--- src/rtl/btb_pkg.sv ---
package btb_pkg;

    // Floor of log2 for positive values; 0 for values of 1 or less.
    function automatic int flog2(input int value);
        int r;
        r = 0;
        for (int v = value; v > 1; v = v >> 1) begin
            r = r + 1;
        end
        return r;
    endfunction

    function automatic bit is_pow2(input int value);
        return (value > 0) && ((value & (value - 1)) == 0);
    endfunction

endpackage

--- src/rtl/btb_hash.sv ---
// Turns a PC and a thread number into a slot index and a tag.
module btb_hash #(
    parameter int PC_W       = 32,
    parameter int IDX_W      = 4,
    parameter int TAG_W      = 8,
    parameter int TID_W      = 2,
    parameter int INST_SHIFT = 2,
    parameter int TID_SHIFT  = 2
) (
    input  logic [PC_W-1:0]  pc,
    input  logic [TID_W-1:0] tid,
    output logic [IDX_W-1:0] idx,
    output logic [TAG_W-1:0] tag
);

    localparam int TAG_SHIFT = INST_SHIFT + IDX_W;
    localparam int WIDE_W    = IDX_W + TID_W;

    logic [PC_W-1:0]   pc_word;
    logic [PC_W-1:0]   pc_tag;
    logic [WIDE_W-1:0] tid_wide;

    always_comb begin
        pc_word  = pc >> INST_SHIFT;
        pc_tag   = pc >> TAG_SHIFT;
        tid_wide = {{IDX_W{1'b0}}, tid} << TID_SHIFT;
        idx      = pc_word[IDX_W-1:0] ^ tid_wide[IDX_W-1:0];
        tag      = pc_tag[TAG_W-1:0];
    end

endmodule

--- src/rtl/btb_store.sv ---
// Entry storage: a valid-flag vector with reset, plus an unreset payload array.
module btb_store #(
    parameter int ENTRIES = 16,
    parameter int IDX_W   = 4,
    parameter int TAG_W   = 8,
    parameter int TID_W   = 2,
    parameter int TGT_W   = 32
) (
    input  logic             clk,
    input  logic             rst,
    input  logic             wr_en,
    input  logic [IDX_W-1:0] wr_idx,
    input  logic [TAG_W-1:0] wr_tag,
    input  logic [TID_W-1:0] wr_tid,
    input  logic [TGT_W-1:0] wr_tgt,
    input  logic [IDX_W-1:0] rd_idx,
    output logic             rd_valid,
    output logic [TAG_W-1:0] rd_tag,
    output logic [TID_W-1:0] rd_tid,
    output logic [TGT_W-1:0] rd_tgt
);

    logic [ENTRIES-1:0] valid_q;
    logic [TAG_W-1:0]   tag_q [ENTRIES];
    logic [TID_W-1:0]   tid_q [ENTRIES];
    logic [TGT_W-1:0]   tgt_q [ENTRIES];

    always_ff @(posedge clk) begin
        if (rst) begin
            valid_q <= '0;
        end else if (wr_en) begin
            valid_q[wr_idx] <= 1'b1;
        end
    end

    always_ff @(posedge clk) begin
        if (wr_en && !rst) begin
            tag_q[wr_idx] <= wr_tag;
            tid_q[wr_idx] <= wr_tid;
            tgt_q[wr_idx] <= wr_tgt;
        end
    end

    always_comb begin
        rd_valid = valid_q[rd_idx];
        rd_tag   = tag_q[rd_idx];
        rd_tid   = tid_q[rd_idx];
        rd_tgt   = tgt_q[rd_idx];
    end

endmodule

--- src/rtl/btb_mt.sv ---
module btb_mt
    import btb_pkg::*;
#(
    parameter int PC_W       = 32,
    parameter int TGT_W      = 32,
    parameter int ENTRIES    = 16,
    parameter int TAG_W      = 8,
    parameter int INST_SHIFT = 2,
    parameter int THREADS    = 4,
    localparam int TID_W     = (THREADS > 1) ? $clog2(THREADS) : 1
) (
    input  logic             clk,
    input  logic             rst,
    input  logic [PC_W-1:0]  lk_pc,
    input  logic [TID_W-1:0] lk_tid,
    output logic             lk_hit,
    output logic [TGT_W-1:0] lk_target,
    input  logic             up_en,
    input  logic [PC_W-1:0]  up_pc,
    input  logic [TID_W-1:0] up_tid,
    input  logic [TGT_W-1:0] up_target
);

    localparam int IDX_W     = flog2(ENTRIES);
    localparam int LOG2_THR  = flog2(THREADS);
    localparam int TID_SHIFT = IDX_W - LOG2_THR;

    if (!is_pow2(ENTRIES) || ENTRIES < 2) begin : g_bad_entries
        $error("btb_mt: ENTRIES must be a power of two of at least 2");
    end
    if (!is_pow2(THREADS) || THREADS > ENTRIES) begin : g_bad_threads
        $error("btb_mt: THREADS must be a power of two not above ENTRIES");
    end

    logic [IDX_W-1:0] lk_idx, up_idx;
    logic [TAG_W-1:0] lk_tag, up_tag;
    logic             rd_valid;
    logic [TAG_W-1:0] rd_tag;
    logic [TID_W-1:0] rd_tid;
    logic [TGT_W-1:0] rd_tgt;

    btb_hash #(
        .PC_W(PC_W), .IDX_W(IDX_W), .TAG_W(TAG_W), .TID_W(TID_W),
        .INST_SHIFT(INST_SHIFT), .TID_SHIFT(TID_SHIFT)
    ) u_hash_lk (
        .pc(lk_pc), .tid(lk_tid), .idx(lk_idx), .tag(lk_tag)
    );

    btb_hash #(
        .PC_W(PC_W), .IDX_W(IDX_W), .TAG_W(TAG_W), .TID_W(TID_W),
        .INST_SHIFT(INST_SHIFT), .TID_SHIFT(TID_SHIFT)
    ) u_hash_up (
        .pc(up_pc), .tid(up_tid), .idx(up_idx), .tag(up_tag)
    );

    btb_store #(
        .ENTRIES(ENTRIES), .IDX_W(IDX_W), .TAG_W(TAG_W),
        .TID_W(TID_W), .TGT_W(TGT_W)
    ) u_store (
        .clk(clk), .rst(rst),
        .wr_en(up_en), .wr_idx(up_idx), .wr_tag(up_tag),
        .wr_tid(up_tid), .wr_tgt(up_target),
        .rd_idx(lk_idx), .rd_valid(rd_valid), .rd_tag(rd_tag),
        .rd_tid(rd_tid), .rd_tgt(rd_tgt)
    );

    always_comb begin
        lk_hit    = rd_valid && (rd_tag == lk_tag) && (rd_tid == lk_tid);
        lk_target = lk_hit ? rd_tgt : '0;
    end

endmodule

--- config.mk ---
export PLATFORM = sky130hd
export DESIGN_NAME = btb_mt
export DESIGN_NICKNAME = d
export VERILOG_FILES = /design/src/rtl/btb_pkg.sv /design/src/rtl/btb_hash.sv /design/src/rtl/btb_store.sv /design/src/rtl/btb_mt.sv
export SDC_FILE = /design/constraint.sdc
export NUM_CORES = 1
export LEC_CHECK = 0
export BUFFER_PORTS_ARGS = -buffer_cell sky130_fd_sc_hd__buf_2
export CORE_UTILIZATION = 40
export DETAILED_ROUTE_END_ITERATION = 8
export GPL_ROUTABILITY_DRIVEN = 0
export PLACE_DENSITY_LB_ADDON = 0.12
export SETUP_SLACK_MARGIN = 0.02
export SLEW_MARGIN = 40
export SYNTH_ARGS = -nofsm -noshare
export SYNTH_HDL_FRONTEND = slang
export SYNTH_SLANG_ARGS = --single-unit
--- constraint.sdc ---
create_clock -name clk -period 8.5 [get_ports clk]
set_clock_uncertainty 0.2 [all_clocks]
set_input_delay 0.85 -clock clk [delete_from_list [all_inputs] [get_ports clk]]
set_output_delay 0.85 -clock clk [all_outputs]
set_load 0.01 [all_outputs]
After elaboration in Yosys (flattened, before gate mapping)
Memories as Yosys holds them, arrays and structs flattened.
Cells that the tools add are included.

operators by class
  order comparisons = 3
  eq/ne operators = 2
  muxes and demuxes = 7
  bitwise operators = 3
  reduce and logical (&&, ||, !) cells = 5

operators by type and width
  kind                  count
  $mux W32              1
  $or A16 B16 Y16       1
  $lt A4 B5 Y1 const B  2
  $eq A8 B8 Y1          1
  $xor A4 B4 Y4         2
  $bmux W1 S4           1
  $demux W1 S4          1
  $ge A4 B1 Y1 const B  1
  $logic_and A1 B1 Y1   4
  $mux W1               4
  $eq A2 B2 Y1          1
  $logic_not A1 Y1      1

word-level totals
  flip-flop bits (word level) = 16
  bits in writable memories = 672
  input bits = 103
  output and inout bits = 33
  word-level logic and storage cells = 24
  memories = 3

memories
  name           words  bits a word  rd ports  clocked after memory_dff  wr ports  line             RTL
  u_store.tgt_q  16     32           1         0                         1         btb_store.sv:26  logic [TGT_W-1:0] tgt_q [ENTRIES];
  u_store.tag_q  16     8            1         0                         1         btb_store.sv:24  logic [TAG_W-1:0] tag_q [ENTRIES];
  u_store.tid_q  16     2            1         0                         1         btb_store.sv:25  logic [TID_W-1:0] tid_q [ENTRIES];

Depth between registers and ports, before layout
Gate-level depths: netlist of run 1.

  depth in word-level cells = 6
  gate-level depth with buffers = 10
  mapped depth without buffers = 6

Modules after synthesis
From an unflattened synthesis of run 1, not the netlist that was laid out.

second synthesis, totals
  cells, all modules = 1213
  area, all modules = 26729.4 um^2

by module, submodules not included
  module     instances  cells each  area each (um^2)
  btb_store  1          1093        25769.7
  btb_mt     1          96          774.5
  btb_hash   2          12          92.6

Least setup slack after synthesis of run 1
Ideal clock, no wire load.

  path kind = input-to-reg
  start = in rst
  end = mem u_store.tag_q[13][0], enable pin
  arrival = 3.582 ns
  setup slack = 4.276 ns
  stages = 5
  cell sequence = clkbuf_1 -> nand2b_1 -> or3b_2 -> clkbuf_1 -> nor2_1

between the ends
  longest elaborated chain between the ends = 4

ends and longest elaborated chain
  element                        line             RTL
  start, declared                btb_mt.sv:13     input logic rst,
  $logic_not A1 Y1               btb_store.sv:37  if (wr_en && !rst) begin
  $logic_and A1 B1 Y1            btb_store.sv:37
  $mux W1                        btb_store.sv:37
  $mux W1 (implied by the code)  btb_store.sv:38  tag_q[wr_idx] <= wr_tag;
  end, declared                  btb_store.sv:24

No other way between the ends.

Final worst setup path of run 1
  start = in lk_pc[3]
  end = out lk_target[1]

between the ends
  longest elaborated chain between the ends = 6

ends and longest elaborated chain
  element                                        line                           RTL
  start, declared                                btb_mt.sv:14                   input logic [PC_W-1:0] lk_pc,
  $xor A4 B4 Y4 (*)                              btb_hash.sv:27                 idx = pc_word[IDX_W-1:0] ^ tid_wide[IDX_W-1:0];
  $mem_v2 Z16 W8 or $bmux W1 S4 (tied branches)  --
  $eq A8 B8 Y1 or $mux W1 (tied branches)        btb_mt.sv:68, btb_store.sv:45
  $logic_and A1 B1 Y1 (2 in a row)               btb_mt.sv:68                   lk_hit = rd_valid && (rd_tag == lk_tag) && (rd_tid == lk_tid);
  $mux W32 (*)                                   btb_mt.sv:69                   lk_target = lk_hit ? rd_tgt : '0;
  end, declared                                  btb_mt.sv:17                   output logic [TGT_W-1:0] lk_target,

Every way passes the cells marked *; elsewhere a longest branch is shown, timed or not. The select of a mux whose other input is x is not followed.

==> impl_metrics.json, run 1 <==
{
  "outcome": "finished clean",
  "seq_area_frac_synth": 0.760,
  "antenna_found_initial": 3,
  "rows": 94,
  "core-area_um2": 66200,
  "leakage_nw": 9.69,
  "tightest_slew_ps": 829,
  "async_flop_share": 0,
  "cp_max_fo": 88,
  "synth_top_area_frac": 0.748,
  "finalNetCount": 1397,
  "numPortBuffers": 95,
  "relSlewSlack": 0.447,
  "drc": 0,
  "power.density_nw_per_um2": 238,
  "initial_core_util": 0.407,
  "pre_cts_ws_ps": 2440,
  "final_cell_area_um2": 31200,
  "htreeDepth": 3,
  "die_y_um": 262,
  "synth-edff-count": 672,
  "finalSetupViolCount": 0,
  "antennaDiodeCount": 0,
  "via_per_inst": 5.62,
  "vdd_drop_max_uv": 153,
  "cp_cell_sequence": "buf_8 > buf_4 > mux4_2 > mux2_2 > mux2i_1 > o211ai_4 > buf_8 > buf_4 > nor4_1 > buf_2",
  "fmax_ghz": 0.169,
  "vias": 12400,
  "dominantRegCellSynth": "edfxtp_1",
  "dpl.cell_count": 2082,
  "cts_tree": "done",
  "worstSetupPathType": "input pin to output port",
  "crit_slowest_cell": "buf_4",
  "dpl.hpwl_um": 31400,
  "path_delay_family": "buffers and inverters",
  "numCtsBuffers": 73,
  "drive_gt1_frac": 0.360,
  "track_usage": 0.196,
  "synthDistinctLibCells": 34,
  "ctsResizeCount": 0,
  "fin_tns_setup_ps": 0,
  "grt-ovfl-total": 0,
  "cts.clk_slew.worst_paths_ps": 60,
  "setup_ws_ps": 2590,
  "cts_setup_buffers": 0,
  "critPathArrivalTime_ps": 4860,
  "dr.first_iter.drc_count": 962,
  "cap_viol_max_count": 0,
  "clock-sinks": 688,
  "fp.dieW_um": 262,
  "avgSynthCellArea_um2": 23.3,
  "hold_buffers": 0,
  "holdCritPathClass": "register to register",
  "num-fill-cells": 5438,
  "drt-total-wl_um": 64800,
  "dieArea_um2": 68400,
  "slowest_delay_ps": 640,
  "power_mw": 7.40,
  "cp-start-kind": "input pin",
  "syn_nets": 1259,
  "p_switching_mw": 1.58,
  "first_pass_iters": 7,
  "syn-cell-area_um2": 27000,
  "min_period_ps": 5910,
  "seqPwrFrac": 0.512,
  "grt_first_pass_wirelength_um": 94200,
  "synth_top_area_cell": "edfxtp_1",
  "synth_seq_cells": 688,
  "hold_viol_final": 0,
  "clock_power_share": 0.419,
  "period_share": 0.695,
  "yosys_warnings": 0,
  "critPathBufInv": 5,
  "grt_setup_unrepaired": "false",
  "root_buffer": "clkbuf_16",
  "critPathCaptureType": "output port",
  "routedWlPerCell_um": 29.3,
  "io_pins": 136,
  "critPathRequiredTime_ps": 7450,
  "rrSetupSlack_ps": 7660,
  "grt_max_degree": 89,
  "postPlaceCellArea_um2": 28800,
  "p_int_mw": 5.82,
  "pwr-share-comb": 0.070,
  "syn2layout_area_growth_pct": 15.6,
  "clkLatencyLatePin_ps": 580,
  "finalNonFillerCells": 2212,
  "syn_inst": 1156,
  "drtAntennaViolNets": 0,
  "first_global_vias": 13300,
  "synthTopCellsByArea": "edfxtp_1 (75%), mux4_2 (17%), nor4_2 (1.4%)",
  "switching_share": 0.214,
  "maxSlewViolCount": 0,
  "clockBufferDepth": 3
}
## logic make-up after synthesis
family | synth area share
flip-flops | 0.760
buffers and inverters | 0.0165
multiplexers | 0.182
AO/OA/AOI/OAI | 0.00515
AND/OR/NAND/NOR | 0.0297
XOR/XNOR | 0.00603
## synth_stat cells (2+ instances only)
cell type / number
buf_1: 2
mux2_2: 3
inv_1: 18
o22ai_1: 16
nor2_1: 17
nor3b_1: 4
xor2_2: 2
o211ai_2: 2
nor4_2: 30
clkbuf_1: 17
or3_1: 2
dfxtp_1: 16
xnor2_1: 11
mux4_2: 203
xor2_1: 2
mux2i_1: 31
nor3_1: 2
edfxtp_1: 672
buf_2: 41
nand3b_1: 2
nand2_1: 7
nor4_1: 3
nand4_1: 32
buf_4: 9
buf_6: 3
## path summary, 6_finish.rpt
path | from | endpoint | depth (start not counted)
worst min-delay path | u_store.valid_q[10]$_SDFFE_PP0P_ | u_store.valid_q[10]$_SDFFE_PP0P_ | 2
worst max register to register | u_store.valid_q[13]$_SDFFE_PP0P_ | u_store.valid_q[13]$_SDFFE_PP0P_ | 2
worst max-delay path | lk_pc[3] | lk_target[1] | 10
worst min register to register | u_store.valid_q[10]$_SDFFE_PP0P_ | u_store.valid_q[10]$_SDFFE_PP0P_ | 2
## flip-flops by register name (all words and copies together) (netlist names)
signal	flops
u_store.tid_q	32
u_store.tgt_q	512
u_store.tag_q	128
u_store.valid_q	16
## layout by cell type (no fill, tap or decap), types with 2 or more instances in the layout
master	count
edfxtp_1	672
mux4_2	203
buf_2	93
clkbuf_16	78
nand4_1	32
mux2i_1	31
nor4_2	30
clkinv_1	23
inv_1	18
clkbuf_1	18
buf_4	17
nor2_4	16
o22ai_1	16
dfxtp_1	16
buf_6	13
xnor2_1	8
nand2_1	7
bufinv_16	6
buf_8	6
nor3b_1	4
mux2_2	3
nor4_1	3
clkinv_2	3
buf_16	3
buf_12	3
nand3b_1	2
nor3_1	2
or3_1	2
o211ai_4	2
xnor2_2	2
xnor2_4	2
xor2_1	2
## per-stage QoR
| stage | utilization | hold slack (ps) |
|---|---|---|
| global placement | 0.432 | 259 |
| CTS | 0.470 | 272 |
| finish | 0.471 | 274 |
| detailed placement | 0.435 | 265 |
| global route | 0.471 | 289 |
| floorplan | - | 249 |
## final cells by class
type	count	area [µm²]	area share
sequential	688	20500	0.658
multi-input combinational	378	6220	0.200
clock buffer	96	2020	0.0648
tap	864	1080	0.0347
timing repair buffer	135	972	0.0312
clock inverter	33	298	0.00956
inverter	18	67.6	0.00217
## tightest hold or removal path: stages (launching register included)
cell	delay (ps)
dfxtp_1	310
inv_1	40
o22ai_1	70
## layer usage
| metal | vias up | GRT usage | routed length, µm |
|---|---|---|---|
| li1 | 5261 | - | - |
| met1 | 6770 | 0.255 | 26900 |
| met2 | 298 | 0.341 | 33700 |
| met3 | 92 | 0.0308 | 3040 |
| met4 | 6 | 0.0517 | 1190 |
| met5 | - | 0 | 43 |
## power groups by stage
stage | Combinational (mW) | Clock, mW | Sequential [mW]
after global placement | 0.506 | 0 | 3.86
after floorplan | 0.310 | 0 | 3.86
after global routing | 0.552 | 3.30 | 3.79
after CTS | 0.526 | 3.18 | 3.79
after detailed placement | 0.526 | 0 | 3.86
final | 0.517 | 3.10 | 3.79
Note: power is estimated with default switching activity, not from simulation.
==> inputs of run 2 (changes only) <==
==> constraint.sdc (replaced) <==
create_clock -name clk -period 5.9 [get_ports clk]
set_clock_uncertainty 0.2 [all_clocks]
set_input_delay 0.59 -clock clk [delete_from_list [all_inputs] [get_ports clk]]
set_output_delay 0.59 -clock clk [all_outputs]
set_load 0.01 [all_outputs]
==> run 2 against run 1 <==
  * Count of clock-buffer cells in the layout up 3
  * Total power up 42%
  * First-iteration DRC count up 17%
  * Combinational power up 43%
  * Core utilization up 0.17 points
  * Hold slack worse by 120 ps
  * Routed wire length down 1.9%
  * Largest cell class unchanged
==> impl_metrics.json, run 2 (synthesis gave the netlist of run 1 again) <==
{
  "outcome": "finished clean",
  "path_depth": 8,
  "critPathRequiredTime_ps": 5110,
  "clkLatencyLatePin_ps": 610,
  "initial_core_util": 0.407,
  "root_buffer": "clkbuf_16",
  "reg_top3": "u_store.tgt_q: 512 flops, u_store.tag_q: 128 flops, u_store.tid_q: 32 flops",
  "drtAntennaViolNets": 0,
  "largest_reg_flops": 512,
  "top_register": "u_store.tgt_q",
  "clock-sinks": 688,
  "period_share": 0.785,
  "grt_first_pass_wirelength_um": 92600,
  "first_global_vias": 13200,
  "crit_slowest_cell": "xnor2_4",
  "worstSetupPathType": "input pin to output port",
  "critPathBufInv": 2,
  "numPortBuffers": 95,
  "reg2reg_depth": 2,
  "numCtsBuffers": 75,
  "multi_input_area_um2": 6220,
  "slowest_delay_ps": 700,
  "final_cell_area_um2": 31300,
  "power.density_nw_per_um2": 337,
  "fp.dieW_um": 262,
  "cp_max_fo": 64,
  "cts.clk_slew.worst_paths_ps": 50,
  "drc": 0,
  "routedWlPerCell_um": 28.5,
  "seq_area_um2": 20500,
  "core-area_um2": 66200,
  "cap_viol_max_count": 0,
  "critPathCaptureType": "output port",
  "maxSlewViolCount": 0,
  "mostFrequentLayoutCells": "edfxtp_1 (672), mux4_2 (203), buf_2 (93)",
  "hold_buffers": 0,
  "finalSetupViolCount": 0,
  "cts_tree": "done",
  "vdd_drop_max_uv": 236,
  "finalNetCount": 1417,
  "hold_viol_final": 0,
  "cp_cell_sequence": "buf_8 > mux4_2 > mux2i_1 > mux2i_1 > xnor2_4 > nand4_1 > nor4_1 > buf_2",
  "crit_top_cell": "mux2i_1",
  "drt-total-wl_um": 63600,
  "vias": 12400,
  "cp-start-kind": "input pin",
  "grt-ovfl-total": 0,
  "syn2layout_area_growth_pct": 16.0,
  "critPathArrivalTime_ps": 3840,
  "holdCritPathClass": "input pin to register",
  "fin_hold_ws_ps": 151,
  "num-fill-cells": 5488,
  "path_delay_family": "multiplexers",
  "relSlewSlack": 0.449,
  "ctsResizeCount": 0,
  "cts_setup_buffers": 0,
  "grt_setup_unrepaired": "false",
  "dr.first_iter.drc_count": 1122,
  "track_usage": 0.192,
  "tightest_slew_ps": 825,
  "postPlaceCellArea_um2": 29000,
  "grt_max_degree": 70,
  "clockBufferDepth": 3,
  "fin_tns_setup_ps": 0,
  "utilization": 0.472,
  "fmax_ghz": 0.216,
  "io_pins": 136,
  "drive_gt1_frac": 0.372,
  "leakage_nw": 9.77,
  "first_pass_iters": 4,
  "holdPathStages": 1,
  "min_period_ps": 4630,
  "final_common_cell": "edfxtp_1",
  "dpl.hpwl_um": 36100,
  "dieArea_um2": 68400,
  "via_per_inst": 5.54,
  "htreeDepth": 3,
  "die_y_um": 262,
  "pre_cts_ws_ps": 1270,
  "setup_ws_ps": 1270,
  "antenna_found_initial": 6,
  "rows": 94
}
==> run 2: cell count changes in the layout (fill, tap and decap cells not counted), moves of 2 or more <==
cell and change:
buf_6 -11, clkbuf_16 -3, clkinv_1 -9, diode_2 +2, clkinv_2 +4, clkbuf_8 +2, inv_16 +2, bufinv_16 -4
clkinv_8 +3, clkbuf_1 +5, buf_4 +23, buf_16 +3
==> run 2: worst register-to-register path: stages, from the launching register on <==
cell	delay, ps
dfxtp_1	330
inv_1	50
o22ai_1	160
==> run 2: final timing paths <==
| check | to | slack (ps) | from |
|---|---|---|---|
| setup reg to reg | u_store.valid_q[15]$_SDFFE_PP0P_ | 5070 | u_store.valid_q[15]$_SDFFE_PP0P_ |
| hold reg to reg | u_store.valid_q[2]$_SDFFE_PP0P_ | 270 | u_store.valid_q[2]$_SDFFE_PP0P_ |
| setup / recovery | lk_target[1] | 1270 | lk_pc[2] |
| hold / removal | u_store.tgt_q[7][9]$_DFFE_PP_ | 150 | up_target[9] |
==> run 2: power breakdown <==
part	switching (mW)	total (mW)	internal, mW
logic	0.450	0.739	0.289
clock network	1.87	4.33	2.46
registers	0.0158	5.46	5.44
==> run 2: stage by stage <==
| step | cells | power (mW) |
|---|---|---|
| floorplan | 1156 | 6.00 |
| global placement | 2087 | 6.29 |
| detailed placement | 2101 | 6.32 |
| CTS | 2231 | 10.7 |
| global route | 2232 | 10.9 |
| finish | 2233 | 10.5 |
==> run 2: routing by layer <==
layer  track usage  part of all wire  routed length [µm]
met1         0.256              0.43               27300
met2         0.327              0.51               32600
met3        0.0344             0.038                2430
met5             0           0.00071                  45
met4        0.0473             0.019                1210
==> run 2: final cells by class <==
class,count,area share
antenna,2,0.000160
clock buffer,99,0.0632
clock inverter,31,0.00864
inverter,18,0.00216
multi-input combinational,378,0.199
sequential,688,0.656
tap,864,0.0346
timing repair buffer,153,0.0368
==> inputs of run 3 (changes only) <==
==> constraint.sdc (replaced) <==
create_clock -name clk -period 3.7 [get_ports clk]
set_clock_uncertainty 0.2 [all_clocks]
set_input_delay 0.37 -clock clk [delete_from_list [all_inputs] [get_ports clk]]
set_output_delay 0.37 -clock clk [all_outputs]
set_load 0.01 [all_outputs]
==> run 3 against run 2 <==
  * Final area up 2.1%
  * Setup slack worse by 1200 ps
  * First-iteration DRC count up 1.3%
  * Count of clock-buffer cells in the layout shrank 7
  * Clock power is 64% higher
  * Die area stayed put
  * Global-route usage about the same
  * Largest cell class unchanged
  * Total power rose by 62%
  * Via count is 1.0% higher
  * Critical path depth is 1 higher
==> impl_metrics.json, run 3 (synthesis gave the netlist of run 1 again) <==
{
  "dr.first_iter.drc_count": 1137,
  "rrSetupSlack_ps": 2880,
  "reg2reg_depth": 2,
  "power.density_nw_per_um2": 535,
  "finalNonFillerCells": 2287,
  "core-area_um2": 66200,
  "critPathRequiredTime_ps": 3130,
  "maxSlewViolCount": 0,
  "finalNetCount": 1469,
  "power_mw": 17.1,
  "grt_first_pass_wirelength_um": 92600,
  "die_y_um": 262,
  "path_delay_family": "multiplexers",
  "cp_cell_sequence": "mux4_2 > mux2i_2 > mux2i_2 > xnor2_2 > o211ai_4 > buf_12 > nor4_1 > buf_4 > buf_2",
  "critPathArrivalTime_ps": 3040,
  "cap_viol_max_count": 0,
  "num-fill-cells": 5399,
  "grt-ovfl-total": 0,
  "track_usage": 0.192,
  "top_register": "u_store.tgt_q",
  "holdPathStages": 4,
  "tightest_slew_ps": 638,
  "drive_gt1_frac": 0.369,
  "vdd_drop_max_uv": 320,
  "reg_top3": "u_store.tgt_q: 512 flops, u_store.tag_q: 128 flops, u_store.tid_q: 32 flops",
  "min_period_ps": 3610,
  "p_int_mw": 13.4,
  "pwr-share-comb": 0.075,
  "routedWlPerCell_um": 27.9,
  "cp_max_fo": 18,
  "drt-total-wl_um": 63900,
  "period_share": 0.975,
  "worstSetupPathType": "register to output port",
  "p_switching_mw": 3.65,
  "fp.dieW_um": 262,
  "rows": 94,
  "holdCritPathClass": "input pin to register",
  "via_per_inst": 5.46,
  "final_common_cell": "edfxtp_1",
  "reg2reg_to": "u_store.valid_q[6]$_SDFFE_PP0P_",
  "htreeDepth": 3,
  "relSlewSlack": 0.574,
  "antennaDiodeCount": 0,
  "slowest_delay_ps": 480,
  "r2r_start": "u_store.valid_q[6]$_SDFFE_PP0P_",
  "largest_reg_flops": 512,
  "mostFrequentLayoutCells": "edfxtp_1 (672), mux4_2 (203), buf_2 (93)",
  "clock-sinks": 688,
  "initial_core_util": 0.407,
  "clock_power_share": 0.415,
  "first_global_vias": 13400,
  "critPathBufInv": 3,
  "hold_end": "u_store.valid_q[7]$_SDFFE_PP0P_",
  "fmax_ghz": 0.277,
  "postPlaceCellArea_um2": 29100,
  "critPathCaptureType": "output port",
  "first_pass_iters": 5,
  "syn2layout_area_growth_pct": 18.4,
  "switching_share": 0.214,
  "hold_viol_final": 0,
  "dpl.hpwl_um": 33400,
  "vias": 12500,
  "clkLatencyLatePin_ps": 600,
  "finalSetupViolCount": 0,
  "drc": 0,
  "dieArea_um2": 68400,
  "cts_tree": "done",
  "pre_cts_ws_ps": 101,
  "crit_top_cell": "mux2i_2",
  "cts.clk_slew.worst_paths_ps": 60,
  "leakage_nw": 10.1,
  "crit_slowest_cell": "mux4_2",
  "root_buffer": "clkbuf_16",
  "setup_ws_ps": 91.7,
  "antenna_found_initial": 1,
  "dpl.cell_count": 2108,
  "grt_setup_unrepaired": "true",
  "cp-start-kind": "register",
  "clockBufferDepth": 3,
  "utilization": 0.482,
  "seqPwrFrac": 0.510,
  "outcome": "finished clean",
  "min_from": "up_en",
  "grt_max_degree": 53,
  "numCtsBuffers": 75,
  "final_cell_area_um2": 31900,
  "drtAntennaViolNets": 0,
  "io_pins": 136,
  "numPortBuffers": 95
}
## run 3: area by class of cell
class                      count  area, µm²  area share
inverter                      18       67.6     0.00212
clock buffer                  92       1980      0.0621
tap                          864       1080      0.0339
sequential                   688      20500       0.642
clock inverter                42        340      0.0107
multi-input combinational    378       6240       0.195
timing repair buffer         205       1720      0.0540
## run 3: per-stage QoR
stage / setup TNS, ps / hold slack (ps)
after global routing: 0 / 122
after CTS: 0 / 66.4
after detailed placement: 0 / 263
after floorplan: -6110 / 249
final: 0 / 108
after global placement: 0 / 256
## run 3: tightest hold or removal path: stages
cell and delay (ps):
buf_2 90, nand4b_1 90, buf_4 200, o22ai_1 110
## run 3: how the worst max path moves through the flow
stage	startpoint	endpoint	slack [ps]	cells past startpoint
2_1_floorplan	rst	u_store.tag_q[1][0]$_DFFE_PP_	-40	5
5_1_grt	u_store.tag_q[7][5]$_DFFE_PP_	lk_target[1]	10	10
3_5_place_dp	lk_pc[2]	lk_target[29]	100	10
3_3_place_gp	lk_pc[2]	lk_target[29]	70	10
6_report	u_store.tid_q[3][0]$_DFFE_PP_	lk_target[1]	90	9
4_1_cts	u_store.tag_q[6][0]$_DFFE_PP_	lk_target[29]	40	8
## run 3: routing by layer
layer,wire length [µm],vias up,share of wire,GRT usage
li1,-,5390,-,-
met1,27900,6754,0.44,0.264
met2,32200,266,0.50,0.322
met3,2630,75,0.041,0.0325
met4,1110,2,0.017,0.0428
met5,11,-,0.00017,0
## run 3: what timing repair did
action	CTS	global route
hold buffers	43	0
resized for setup	1	5
buffers inserted	2	0
setup endpoints to repair	33	4
hold endpoints to repair	688	0
pin swaps	1	1
## run 3: power by group through the flow
stage	clock network, mW	logic (mW)	registers, mW
after floorplan	0	0.712	8.86
after global placement	0	1.23	8.86
after detailed placement	0	1.24	8.87
after CTS	7.30	1.31	8.70
after global routing	7.55	1.37	8.71
final	7.09	1.28	8.70
